===== src/rtl/hzc_pkg.sv =====
package hzc_pkg;
  localparam int unsigned RA_W = 5;
  localparam int unsigned PC_W = 32;

  // fields that continue into execute
  typedef struct packed {
    logic            valid;
    logic [RA_W-1:0] rd;
    logic            mem_rd;
    logic            mem_wr;
    logic            reg_wr;
    logic            is_ctrl;
    logic [PC_W-1:0] pc;
  } ex_slot_t;

  // decode-stage slot: execute fields plus operand needs
  typedef struct packed {
    ex_slot_t        core;
    logic [RA_W-1:0] rs1;
    logic [RA_W-1:0] rs2;
    logic            use1;
    logic            use2;
  } dec_slot_t;
endpackage


===== src/rtl/hzc_loaduse.sv =====
module hzc_loaduse
  import hzc_pkg::*;
#(
  parameter int unsigned NSRC = 2
) (
  input  logic            dec_valid,
  input  logic [RA_W-1:0] dec_src [NSRC],
  input  logic            dec_use [NSRC],
  input  logic            ex_valid,
  input  logic            ex_mem_rd,
  input  logic [RA_W-1:0] ex_rd,
  output logic            stall
);
  logic [NSRC-1:0] hit;

  for (genvar g = 0; g < NSRC; g++) begin : g_src
    assign hit[g] = dec_use[g] && (dec_src[g] != '0) && (dec_src[g] == ex_rd);
  end

  assign stall = dec_valid && ex_valid && ex_mem_rd && (|hit);
endmodule


===== src/rtl/hzc_arbiter.sv =====
module hzc_arbiter (
  input  logic stall,
  input  logic redirect,
  output logic pc_we,
  output logic dec_we,
  output logic ex_bubble,
  output logic squash
);
  // redirect outranks stall: the stalled instruction is on the wrong path
  always_comb begin
    squash    = redirect;
    pc_we     = 1'b1;
    dec_we    = 1'b1;
    ex_bubble = 1'b0;
    if (redirect) begin
      ex_bubble = 1'b1;
    end else if (stall) begin
      pc_we     = 1'b0;
      dec_we    = 1'b0;
      ex_bubble = 1'b1;
    end
  end
endmodule


===== src/rtl/hzc_stage_regs.sv =====
module hzc_stage_regs
  import hzc_pkg::*;
#(
  parameter logic [PC_W-1:0] RESET_PC = '0,
  parameter int unsigned     STEP     = 4
) (
  input  logic            clk,
  input  logic            rst_n,
  input  dec_slot_t       fetch_d,
  input  logic            pc_we,
  input  logic            dec_we,
  input  logic            ex_bubble,
  input  logic            redirect,
  input  logic [PC_W-1:0] target,
  output logic [PC_W-1:0] pc_q,
  output dec_slot_t       dec_q,
  output ex_slot_t        ex_q
);
  localparam logic [PC_W-1:0] INC = PC_W'(STEP);

  always_ff @(posedge clk or negedge rst_n) begin
    if (!rst_n) begin
      pc_q  <= RESET_PC;
      dec_q <= '0;
      ex_q  <= '0;
    end else begin
      if (pc_we) pc_q <= redirect ? target : pc_q + INC;
      if (dec_we) dec_q <= redirect ? '0 : fetch_d;
      ex_q <= ex_bubble ? '0 : dec_q.core;
    end
  end
endmodule


===== src/rtl/hazard_ctrl_unit.sv =====
module hazard_ctrl_unit
  import hzc_pkg::*;
#(
  parameter logic [PC_W-1:0] RESET_PC = '0,
  parameter int unsigned     STEP     = 4
) (
  input  logic            clk,
  input  logic            rst_n,
  input  logic [RA_W-1:0] fe_rs1,
  input  logic [RA_W-1:0] fe_rs2,
  input  logic            fe_use_rs1,
  input  logic            fe_use_rs2,
  input  logic [RA_W-1:0] fe_rd,
  input  logic            fe_load,
  input  logic            fe_store,
  input  logic            fe_wb,
  input  logic            fe_ctrl,
  input  logic            ex_take,
  input  logic [PC_W-1:0] ex_target,
  output logic [PC_W-1:0] pc,
  output logic            pc_wr_en,
  output logic            dec_wr_en,
  output logic            ex_bubble,
  output logic            squash,
  output logic            ex_valid,
  output logic [PC_W-1:0] ex_pc,
  output logic            ex_store,
  output logic            ex_wb
);
  localparam int unsigned NSRC = 2;

  dec_slot_t       fetch_d, dec_q;
  ex_slot_t        ex_q;
  logic [RA_W-1:0] src [NSRC];
  logic            use_f [NSRC];
  logic            stall, redirect;

  always_comb begin
    fetch_d.core.valid   = 1'b1;
    fetch_d.core.rd      = fe_rd;
    fetch_d.core.mem_rd  = fe_load;
    fetch_d.core.mem_wr  = fe_store;
    fetch_d.core.reg_wr  = fe_wb;
    fetch_d.core.is_ctrl = fe_ctrl;
    fetch_d.core.pc      = pc;
    fetch_d.rs1          = fe_rs1;
    fetch_d.rs2          = fe_rs2;
    fetch_d.use1         = fe_use_rs1;
    fetch_d.use2         = fe_use_rs2;
  end

  assign src[0]   = dec_q.rs1;
  assign src[1]   = dec_q.rs2;
  assign use_f[0] = dec_q.use1;
  assign use_f[1] = dec_q.use2;
  assign redirect = ex_q.valid && ex_q.is_ctrl && ex_take;

  hzc_loaduse #(.NSRC(NSRC)) lu_i (
    .dec_valid (dec_q.core.valid),
    .dec_src   (src),
    .dec_use   (use_f),
    .ex_valid  (ex_q.valid),
    .ex_mem_rd (ex_q.mem_rd),
    .ex_rd     (ex_q.rd),
    .stall     (stall)
  );

  hzc_arbiter arb_i (
    .stall     (stall),
    .redirect  (redirect),
    .pc_we     (pc_wr_en),
    .dec_we    (dec_wr_en),
    .ex_bubble (ex_bubble),
    .squash    (squash)
  );

  hzc_stage_regs #(.RESET_PC(RESET_PC), .STEP(STEP)) regs_i (
    .clk       (clk),
    .rst_n     (rst_n),
    .fetch_d   (fetch_d),
    .pc_we     (pc_wr_en),
    .dec_we    (dec_wr_en),
    .ex_bubble (ex_bubble),
    .redirect  (redirect),
    .target    (ex_target),
    .pc_q      (pc),
    .dec_q     (dec_q),
    .ex_q      (ex_q)
  );

  assign ex_valid = ex_q.valid;
  assign ex_pc    = ex_q.pc;
  assign ex_store = ex_q.mem_wr;
  assign ex_wb    = ex_q.reg_wr;
endmodule


===== config.mk =====
export PLATFORM = sky130hd
export DESIGN_NAME = hazard_ctrl_unit
export DESIGN_NICKNAME = d
export VERILOG_FILES = /design/src/rtl/hzc_pkg.sv /design/src/rtl/hzc_loaduse.sv /design/src/rtl/hzc_arbiter.sv /design/src/rtl/hzc_stage_regs.sv /design/src/rtl/hazard_ctrl_unit.sv
export SDC_FILE = /design/constraint.sdc
export NUM_CORES = 1
export LEC_CHECK = 0
export BUFFER_PORTS_ARGS = -buffer_cell sky130_fd_sc_hd__buf_2
export CAP_MARGIN = 30
export CORE_ASPECT_RATIO = 1.2
export CORE_MARGIN = 1.5
export CORE_UTILIZATION = 51
export CTS_BUF_LIST = sky130_fd_sc_hd__clkbuf_4
export CTS_CLUSTER_SIZE = 8
export DETAILED_ROUTE_END_ITERATION = 10
export PLACE_DENSITY = 0.88
export SYNTH_ARGS = -nofsm -noshare
export SYNTH_HDL_FRONTEND = slang
export SYNTH_HIERARCHICAL = 1
export SYNTH_SLANG_ARGS = --single-unit

===== constraint.sdc =====
create_clock -name clk -period 2.3 [get_ports clk]
set_input_delay 0.69 -clock clk [delete_from_list [all_inputs] [get_ports clk]]
set_output_delay 0.69 -clock clk [all_outputs]
set_load 0.01 [all_outputs]

Word level (Yosys, flattened, before mapping)
Cells that the tools add are included.
Storage, ports and cells
  register bits: 128
  bits of input ports: 56
  output and inout port bits: 71
  logic and storage cells: 41
Operators by class
  add/subtract/negate cells: 1
  equal/unequal tests: 2
  muxes and demuxes: 7
  reductions and logical operators: 12
Operator list (number)
  $mux W54: 1
  $mux W42: 1
  $add A32 B3 Y32 const B: 1
  $mux W32: 1
  $eq A5 B5 Y1: 2
  $reduce_bool A5 Y1: 2
  $logic_and A1 B1 Y1: 9
  $mux W1: 4
  $reduce_or A2 Y1: 1

Depth between registers and ports, before layout
Gate-level depths: netlist of run 1.
  word-level depth: 8
  gate-level depth with buffers: 11
  gate-level depth less buffers: 10

Modules after synthesis
Netlist of run 1, hierarchy kept.
By module, submodules not included
  hzc_stage_regs: instances 1, cells an instance 502, area an instance 5591.6 um^2, seq. area each 3203.1 um^2
  hzc_loaduse: instances 1, cells an instance 21, area an instance 151.4 um^2, seq. area each 0.0 um^2
  hzc_arbiter: instances 1, cells an instance 4, area an instance 27.5 um^2, seq. area each 0.0 um^2
  hazard_ctrl_unit: instances 1, cells an instance 2, area an instance 10.0 um^2, seq. area each 0.0 um^2

Worst setup path after synthesis of run 1
OpenSTA, ideal clock, no wires.
  kind: input to register
  start: input port ex_take
  end: register regs_i.pc_q[20]
  library setup time: 133 ps
  data arrival time: 2132 ps
  data required time: 2167 ps
  slack: 35 ps
  stages on the path: 8
  path buffers: 3
  path through: and3_1 > nand2b_1 > buf_4 > clkbuf_1 > nand2_1 > clkbuf_1 > o22ai_1 > a21oi_2
On the way
  longest elaborated chain between the ends: 2
  elaborated cells between the ends (all ways): 3
  classes of those cells: mux (2); reduce/logical (1)
Ends and longest elaborated chain
  start: declaration: line hazard_ctrl_unit.sv:18  | input logic ex_take,
  $logic_and A1 B1 Y1: line hazard_ctrl_unit.sv:56  | assign redirect = ex_q.valid && ex_q.is_ctrl && ex_take;
  $mux W1
  via dec_wr_en: line hazard_ctrl_unit.sv:22  | output logic dec_wr_en,
  end signal: assignment: line hzc_stage_regs.sv:27  | if (pc_we) pc_q <= redirect ? target : pc_q + INC;
  end: declaration: line hzc_stage_regs.sv:15  | output logic [PC_W-1:0] pc_q,
The timed path passes the listed nets, and every way through them passes these cells.
A chain may end at the register's enable or synchronous reset.

Worst setup path after layout of run 1
  start: register, netlist name regs_i/dec_q[11]
  end: output port ex_bubble
On the way
  longest elaborated chain between the ends: 7
  elaborated cells between the ends (all ways): 8
  classes of those cells: eq/ne (1); mux (2); reduce/logical (5)
Ends and longest elaborated chain
  $reduce_bool A5 Y1: line hzc_loaduse.sv:17  | assign hit[g] = dec_use[g] && (dec_src[g] != '0) && (dec_src[g] == ex_rd);
  $logic_and A1 B1 Y1: line hzc_loaduse.sv:17
  $logic_and A1 B1 Y1 (*): line hzc_loaduse.sv:17
  $reduce_or A2 Y1 (*): line hzc_loaduse.sv:20  | assign stall = dec_valid && ex_valid && ex_mem_rd && (|hit);
  $logic_and A1 B1 Y1 (*): line hzc_loaduse.sv:20
  via stall: line hazard_ctrl_unit.sv:36  | logic stall, redirect;
  $mux W1 (*): line hzc_arbiter.sv:17  | end else if (stall) begin
  $mux W1 (*): line hzc_arbiter.sv:15  | if (redirect) begin
  end: declaration: line hazard_ctrl_unit.sv:23  | output logic ex_bubble,
Mark *: on every way through the listed nets, which the timed path passes. The rest lies on a longest branch.

==> flow_summary_export.csv, run 1 <==
group,metric,value,unit
global_routing,grt_pass1_wl,22.5,mm
cells_and_area,nets,715,
timing,setup_viol,3,
cells_and_area,layout_common_cells,"dfrtp_1, buf_2, nor2b_1",
status,violations,"negative setup slack",
status,run_status,"finished with violations",
critical_path,r2r_start,"regs_i/dec_q[11]",
synthesis,yosysSeqAreaShare,55.4,%
timing,setup_ws,-0.379,ns
synthesis,synth_fp_nets,586,
cts,cts_tree,"done",
power,p_int,0.00447,W
power,p_sw,0.00225,W
timing,fmax,373,MHz
critical_path,cp-start-kind,"flip-flop",
critical_path,crit_slowest_cell,"dfrtp_1",
route,drt-total-wl,13.9,mm
cells_and_area,postLayoutCellArea,7030,µm²
route,drt_iter0_drc,338,
timing,min_period_over_period,116,%
synthesis,ys_types,49,
cells_and_area,area_growth,21.6,%
cts,clockBufferDepth,2,
timing,period_needed,2.68,ns
power,power_frac_seq,50.4,%
global_routing,antenna_found_initial,2,
floorplan,design.die.area,12000,µm²
critical_path,timing.critical_path.buf_inv,1,
critical_path,crit_type,"reg2out",
critical_path,cp_top_family,"simple AND/OR/NAND/NOR gates",
synthesis,ys_seq_elements,128,
critical_path,critPathMaxStageDelay,0.41,ns
cells_and_area,drive_above_1_share,38.5,%
synthesis,avgSynthCellArea,10.9,µm²
critical_path,rrSetupSlack,0.04,ns
global_routing,track_usage,24.1,%
floorplan,row_count,42,
place,placed_area,6630,µm²
synthesis,async_flop_share,100,%
route,dr.pass1.iters,5,
synthesis,synthFlopType,"dfrtp_1",
worst_hold_path,hold_class,"in2async",
cells_and_area,final_cells,803,
critical_path,cp-end-kind,"primary output",
route,post-route-drc-count,0,
timing,max_slew_margin,62.3,%
critical_path,cp-startpoint,"regs_i/dec_q[11]",
timing,whs,0.141,ns
timing,tightest_slew,0.565,ns
power,clock_power_share,21.4,%
route,vias_per_cell,5.69,
global_routing,grt_start_max_net_pins,67,
power,ir_drop,0.426,mV
timing,hold_viol,0,
global_routing,globalRouteOverflowTotal,0,
place,hpwl,9.11,mm
power,power.density,955,nW/µm²
cells_and_area,final_util,63.7,%
power,p_total,0.00671,W
synthesis,syn_inst,529,
cells_and_area,nFillCells,881,
synthesis,synth_edf_count,0,
timing,finalMaxSlewViolations,0,
route,vias,4572,
timing,fin_skew,0.0161,ns
route,wire_per_inst,17.3,µm
power,power_switching_share,33.5,%
floorplan,die_w,100,µm
synthesis,yosysWarnings,6,
critical_path,crit_arrival,1.99,ns
route,antenna_left,0,
run,maxCapViolCount,0,
place,io_buffers,126,
place,gp_routability_congestion,0.922,
place,dp.cells,766,
cts,h-tree-depth,4,
critical_path,path_max_fanout,3,
cts,clk_pin_slew,0.10,ns
synthesis,syn_area,5780,µm²
floorplan,start_util,52.4,%
power,leakagePower,3.22,nW
cts,clock_latency,0.52,ns
global_routing,grt_pass1_vias,4596,
floorplan,ios,127,
cts,cts_buffers,17,
cells_and_area,layout_commonest_cell,"dfrtp_1",
cts,cts.sinks,128,
timing,grt_setup_unrepaired,"yes",
cts,root_buffer,"clkbuf_4",
floorplan,core-area,11000,µm²
critical_path,cp_cell_sequence,"or2_2 > o21ai_1 > nand4_1 > o31ai_4 > or2_4 > buf_6",
floorplan,die_h,120,µm
critical_path,required,1.61,ns
power,p_comb_share,28.1,%
[kinds of logic after synthesis]
| group | synth area share, % |
|---|---|
| compound gates | 16.2 |
| xor+xnor | 1.21 |
| fa+ha+maj | 0.216 |
| buf+inv | 3.20 |
| flops | 55.4 |
| mux | 2.25 |
| other cells | 0.0649 |
| simple gates | 21.4 |
[Yosys cell counts, types with 4 or more instances]
library cell	n	share of area [%]
a21o_1	4	0.52
a21oi_1	32	2.8
a31o_2	53	8.0
and2_1	5	0.54
and3_1	9	0.97
clkbuf_1	30	1.9
dfrtp_1	128	55
mux2i_1	13	2.3
nand2_1	24	1.6
nand3_1	14	1.2
nand4_1	12	1.3
nor2_1	14	0.91
nor2b_1	100	11
nor4_1	4	0.43
o21ai_0	8	0.69
o22ai_1	24	2.6
xnor2_1	5	0.76
[flip-flops by register name (all words and copies together) (netlist names)]
signal and count:
regs_i/dec_q 54, regs_i/ex_q 42, regs_i/pc_q 32
[metrics by stage]
stage | setup slack (ns) | setup TNS (ns)
after floorplan | 0.0351 | 0
after global placement | 0.170 | 0
after detailed placement | 0.0484 | 0
after CTS | -0.364 | -0.983
after global routing | -0.483 | -1.46
final | -0.379 | -1.07
[power groups by stage]
stage / Combinational (W) / Clock, W / Sequential, W
2_1_floorplan: 0.000979 / 0 / 0.00350
3_3_place_gp: 0.00181 / 0 / 0.00337
3_5_place_dp: 0.00187 / 0 / 0.00342
4_1_cts: 0.00189 / 0.00148 / 0.00338
5_1_grt: 0.00206 / 0.00159 / 0.00348
6_report: 0.00189 / 0.00144 / 0.00339
[routing by layer]
layer,routed length [µm],vias up,global-route usage [%]
met4,298,2,8.27
met3,838,29,6.87
met1,5730,2208,30.6
met2,6980,176,39.6
li1,-,2157,-
met5,19,-,0
[layout make-up]
| cell class | count | area, µm² | share of cell area (%) |
|---|---|---|---|
| tap | 132 | 165 | 2.35 |
| multi-input combinational | 359 | 2460 | 35.0 |
| clock inverter | 12 | 120 | 1.71 |
| antenna | 1 | 2.50 | 0.0356 |
| timing repair buffer | 149 | 925 | 13.1 |
| sequential | 128 | 3200 | 45.6 |
| clock buffer | 19 | 143 | 2.03 |
| inverter | 3 | 11.3 | 0.160 |
[repair_timing]
item                       CTS  global route
pin swaps                   10             4
hold buffers                 0             0
setup buffers                4             1
setup endpoints to repair    3            18
cloned                       0             1
gates resized for setup      9             7
[worst paths after layout]
path,end,cells past startpoint
worst max-delay path,ex_bubble,6
worst min-delay path,regs_i/ex_q[0],1
worst max register to register,regs_i/pc_q[27],11
worst min register to register,regs_i/ex_q[39],2
max in group asynchronous,regs_i/dec_q[42],2
min in group clk,regs_i/pc_q[1],3
Note: power is estimated with default switching activity, not from simulation.
==> inputs of run 2 (changes only) <==
--- a/config.mk
+++ b/config.mk
@@ -14,6 +14,7 @@
 export CTS_CLUSTER_SIZE = 8
 export DETAILED_ROUTE_END_ITERATION = 10
 export PLACE_DENSITY = 0.88
+export SETUP_SLACK_MARGIN = 0.05
 export SYNTH_ARGS = -nofsm -noshare
 export SYNTH_HDL_FRONTEND = slang
 export SYNTH_HIERARCHICAL = 1
==> run 2 against run 1 <==
The run still ends with negative setup slack left. Hold slack got worse by 0.097 ns. Clock power about the same. Register-to-register slack got worse by 0.09 ns. Core utilization increased by 0.36 points. Clock-buffer cell count increased by 1. Fmax increased by 1.1%. Wire length increased by 2.1%. Final cell count increased by 0.50%. Cell area increased by 0.57%. Largest cell class unchanged. First-iteration DRC count decreased by 20%. Sequential share of layout area decreased by 0.26 points. Die area unchanged.
==> flow_summary_export.csv, run 2 (synthesis gave the netlist of run 1 again) <==
group,metric,value,unit
place,io_buffers,126,
cells_and_area,area_growth,22.3,%
timing,grt_setup_unrepaired,"yes",
route,antenna_left,0,
floorplan,die_h,120,µm
critical_path,timing.critical_path.buf_inv,2,
cts,root_buffer,"clkbuf_4",
critical_path,cp_cell_sequence,"buf_4 > xnor2_1 > nand2b_1 > o31ai_2 > or2_4 > buf_2",
timing,min_period_over_period,115,%
critical_path,cp_top_family,"flip-flops",
global_routing,grt_pass1_wl,22.3,mm
global_routing,grt_pass1_vias,4551,
power,power_switching_share,33.4,%
cells_and_area,largest_reg_flops,54,
cells_and_area,final_util,64.1,%
floorplan,core-area,11000,µm²
place,hpwl,9.20,mm
power,clock_power_share,21.5,%
critical_path,path_max_fanout,2,
power,ir_drop,0.499,mV
run,maxCapViolCount,0,
timing,tightest_slew,0.503,ns
global_routing,antenna_found_initial,1,
floorplan,row_count,42,
critical_path,cp-start-kind,"flip-flop",
power,p_comb_share,28.4,%
cts,cts_hold_buffers,0,
place,pre_cts_slack,0.0790,ns
power,p_sw,0.00225,W
power,p_int,0.00449,W
route,wire_per_inst,17.5,µm
cts,clk_pin_slew,0.11,ns
route,dr.pass1.iters,5,
global_routing,track_usage,24.0,%
cells_and_area,reg_top3,"regs_i/dec_q x54, regs_i/ex_q x42, regs_i/pc_q x32",
route,vias,4646,
cts,cts_buffers,17,
cells_and_area,layout_commonest_cell,"dfrtp_1",
timing,setup_viol,4,
floorplan,start_util,52.4,%
cells_and_area,drive_above_1_share,38.6,%
critical_path,crit_type,"reg2out",
critical_path,critPathMaxStageDelay,0.40,ns
timing,max_slew_margin,66.3,%
worst_hold_path,hold_class,"in2async",
timing,fmax,377,MHz
status,run_status,"finished with violations",
power,leakagePower,3.25,nW
cts,cts.sinks,128,
route,drt-total-wl,14.2,mm
global_routing,globalRouteOverflowTotal,0,
power,power.density,952,nW/µm²
cts,clockBufferDepth,2,
cts,cts_tree,"done",
place,gp_routability_congestion,0.946,
cts,h-tree-depth,4,
timing,period_needed,2.65,ns
floorplan,ios,127,
timing,finalMaxSlewViolations,0,
cells_and_area,layout_common_cells,"dfrtp_1, buf_2, nor2b_1",
critical_path,crit_slowest_cell,"dfrtp_1",
cells_and_area,largest_register,"regs_i/dec_q",
timing,setup_ws,-0.349,ns
cts,clock_latency,0.52,ns
critical_path,crit_arrival,1.96,ns
critical_path,cp-end-kind,"primary output",
route,vias_per_cell,5.76,
status,violations,"negative setup slack",
floorplan,design.die.area,12000,µm²
power,power_frac_seq,50.2,%
critical_path,required,1.61,ns
route,drt_iter0_drc,269,
route,post-route-drc-count,0,
timing,hold_viol,0,
floorplan,die_w,100,µm
timing,fin_skew,0.0191,ns
cells_and_area,nets,718,
global_routing,grt_start_max_net_pins,65,
[run 2: cell count changes in the layout (fill, tap and decap cells not counted), sizes merged]
cell | previous run | this run
clkinv | 6 | 7
buf | 148 | 150
clkbuf | 20 | 22
clkinvlp | 4 | 3
[run 2: timing repair]
item | 4_1_cts | 5_1_grt
buffers inserted | 5 | 1
endpoints found under the setup margin | 4 | 36
gates cloned | 0 | 2
resized for setup | 6 | 11
pin swaps | 3 | 4
[run 2: through the flow]
| step | hold WS (ns) | total power, W | instances | cell area [µm²] | setup TNS, ns |
|---|---|---|---|---|---|
| floorplan | 0.394 | 0.00448 | 529 | 5780 | 0 |
| global placement | 0.465 | 0.00518 | 766 | 6630 | 0 |
| detailed placement | 0.470 | 0.00530 | 766 | 6630 | 0 |
| CTS | 0.0144 | 0.00677 | 803 | 6960 | -0.950 |
| global route | 0.0236 | 0.00713 | 807 | 7070 | -1.44 |
| finish | 0.0437 | 0.00673 | 807 | 7070 | -0.938 |
[run 2: layout make-up]
class,count,area (µm²)
multi-input combinational,359,2440
fill,875,3960
tap,132,165
clock inverter,12,119
clock buffer,20,150
antenna,1,2.50
inverter,3,11.3
sequential,128,3200
timing repair buffer,152,975
[run 2: path summary, 6_finish.rpt]
path                            slack [ns]               end              from  cells after the start
worst max-delay path                 -0.35         ex_bubble   regs_i/dec_q[5]                      6
worst min-delay path                  0.04  regs_i/dec_q[10]             rst_n                      1
worst max register to register       -0.05   regs_i/pc_q[27]   regs_i/dec_q[5]                     12
worst min register to register        0.49   regs_i/ex_q[30]  regs_i/dec_q[42]                      1
max in group asynchronous             1.47    regs_i/pc_q[5]             rst_n                      2
min in group clk                      0.37    regs_i/pc_q[1]      ex_target[1]                      3
[run 2: routing by layer]
metal | vias to the layer above | GRT usage (%) | wire length (µm)
met5 | - | 0 | 0
met1 | 2308 | 31.0 | 5920
met2 | 158 | 39.5 | 7310
met4 | 0 | 10.1 | 225
li1 | 2160 | - | -
met3 | 20 | 4.83 | 699
[run 2: power by group through the flow]
stage	Clock (W)	Sequential, W	Combinational [W]
floorplan	0	0.00350	0.000979
global placement	0	0.00337	0.00181
detailed placement	0	0.00342	0.00188
CTS	0.00149	0.00337	0.00190
global route	0.00157	0.00347	0.00209
finish	0.00145	0.00338	0.00191
==> inputs of run 3 (changes only) <==
--- a/config.mk
+++ b/config.mk
@@ -5,7 +5,7 @@
 export SDC_FILE = /design/constraint.sdc
 export NUM_CORES = 1
 export LEC_CHECK = 0
-export BUFFER_PORTS_ARGS = -buffer_cell sky130_fd_sc_hd__buf_2
+export BUFFER_PORTS_ARGS = -buffer_cell sky130_fd_sc_hd__clkbuf_2
 export CAP_MARGIN = 30
 export CORE_ASPECT_RATIO = 1.2
 export CORE_MARGIN = 1.5
==> run 3 against run 2 <==
The run still ends with negative setup slack left. Clock power up 8%. Register-to-register slack better by 0.17 ns. Hold slack better by 0.056 ns. Core utilization increased by 0.12 points. Wire length down 3.5%. Sequential cell count is the same. Critical endpoint unchanged.
==> flow_summary_export.csv, run 3 (synthesis gave the netlist of run 1 again) <==
group,metric,value,unit
power,p_total,0.00683,W
critical_path,crit_type,"reg2out",
global_routing,globalRouteOverflowTotal,0,
critical_path,cp-start-kind,"flip-flop",
route,antenna_left,0,
route,vias,4590,
floorplan,die_w,100,µm
global_routing,grt_start_max_net_pins,67,
worst_hold_path,hold_class,"in2async",
timing,fmax,375,MHz
cts,cts_hold_buffers,0,
cells_and_area,layout_commonest_cell,"dfrtp_1",
status,violations,"negative setup slack",
place,dp.cells,765,
cells_and_area,final_cells,806,
critical_path,critPathMaxStageDelay,0.42,ns
place,io_buffers,126,
global_routing,grt_util_met2,38.7,%
route,post-route-drc-count,0,
route,dr.pass1.iters,4,
global_routing,grt_pass1_wl,21.9,mm
route,drt_iter0_drc,214,
cells_and_area,area_growth,22.6,%
critical_path,crit_slowest_cell,"dfrtp_1",
global_routing,grt.met3_usage,5.82,%
cts,clk_pin_slew,0.11,ns
critical_path,cp-end-kind,"primary output",
place,gp_routability_congestion,0.950,
power,power.density,964,nW/µm²
floorplan,die_h,120,µm
cells_and_area,reg_top3,"regs_i/dec_q x54, regs_i/ex_q x42, regs_i/pc_q x32",
cts,cts.sinks,128,
timing,period_needed,2.67,ns
timing,setup_ws,-0.366,ns
power,ir_drop,0.447,mV
timing,fin_tns_setup,-0.964,ns
floorplan,ios,127,
global_routing,track_usage,23.6,%
floorplan,design.die.area,12000,µm²
cts,cts_tree,"done",
critical_path,cp_top_family,"simple AND/OR/NAND/NOR gates",
critical_path,crit_arrival,1.98,ns
cells_and_area,nets,718,
cts,clockBufferDepth,2,
global_routing,antenna_found_initial,0,
timing,setup_viol,3,
timing,hold_viol,0,
critical_path,timing.critical_path.buf_inv,1,
cts,root_buffer,"clkbuf_4",
floorplan,core-area,11000,µm²
route,wire_per_inst,17.0,µm
place,hpwl,9.14,mm
timing,finalMaxSlewViolations,0,
global_routing,grt_pass1_vias,4511,
cells_and_area,largest_reg_flops,54,
power,leakagePower,3.27,nW
critical_path,path_max_fanout,3,
cells_and_area,antenna_cells,0,
critical_path,cp_cell_sequence,"nor4_2 > nor3_2 > a21oi_2 > o31ai_4 > or2_4 > buf_6",
status,run_status,"finished with violations",
cts,clock_latency,0.51,ns
cells_and_area,largest_register,"regs_i/dec_q",
floorplan,row_count,42,
cts,h-tree-depth,4,
cells_and_area,layout_common_cells,"dfrtp_1, clkbuf_2, nor2b_1",
global_routing,grt_use_met1,30.2,%
timing,min_period_over_period,116,%
timing,fin_skew,0.0175,ns
critical_path,required,1.61,ns
run,maxCapViolCount,0,
global_routing,grt-busiest-layer,"met2",
floorplan,start_util,52.4,%
cts,cts_buffers,17,
timing,grt_setup_unrepaired,"yes",
route,vias_per_cell,5.69,
route,drt-total-wl,13.7,mm
cells_and_area,drive_above_1_share,39.2,%
run 3: worst register-to-register path: cells and delay by family (launching register included):
family / cells / cell delay [ns]
AO/OA/AOI/OAI: 3 / 0.70
XOR/XNOR: 1 / 0.13
buffers and inverters: 3 / 0.47
flip-flops: 1 / 0.42
AND/OR/NAND/NOR: 3 / 0.42
run 3: through the flow:
| step | instance area (µm²) | utilization, % | setup WS [ns] | hold WS, ns |
|---|---|---|---|---|
| after CTS | 6960 | 63.1 | -0.375 | 0.0727 |
| after global placement | 6620 | 60.0 | 0.167 | 0.468 |
| after global routing | 7090 | 64.2 | -0.489 | 0.0836 |
| final | 7090 | 64.2 | -0.366 | 0.0994 |
| after floorplan | 5780 | - | 0.0647 | 0.394 |
| after detailed placement | 6620 | 60.0 | 0.111 | 0.469 |
run 3: final timing paths:
path | from | endpoint | slack, ns | depth (start not counted)
worst max register to register | regs_i/dec_q[2] | regs_i/pc_q[20] | 0.12 | 10
worst min-delay path | rst_n | regs_i/ex_q[5] | 0.1 | 1
min in group clk | ex_target[1] | regs_i/pc_q[1] | 0.37 | 3
max in group asynchronous | rst_n | regs_i/ex_q[40] | 1.56 | 2
worst min register to register | regs_i/dec_q[43] | regs_i/ex_q[31] | 0.48 | 1
worst max-delay path | regs_i/dec_q[2] | ex_bubble | -0.37 | 6
run 3: area by class of cell:
type	count	area [µm²]
Tap cell	132	165
Sequential cell	128	3200
Timing Repair Buffer	152	955
Clock buffer	17	128
Multi-Input combinational cell	359	2450
Inverter	3	11.3
Clock inverter	15	170
Fill cell	865	3950
run 3: repair_timing:
action,in CTS,in global routing
buffers inserted,4,4
hold endpoints to repair,0,0
setup endpoints to repair,4,14
gates cloned,0,1
gates resized for setup,3,20
pin swaps,2,9
run 3: report_power, final:
group          switching [W]  internal [W]  leakage, nW
logic               0.000905      0.000963         1.64
registers           0.000554       0.00285         1.49
clock network       0.000816      0.000745        0.151
run 3: layer usage:
metal	up-vias	routed length, µm
met1	2258	5710
met2	160	7030
met5	-	0
li1	2157	-
met3	15	730
met4	0	196
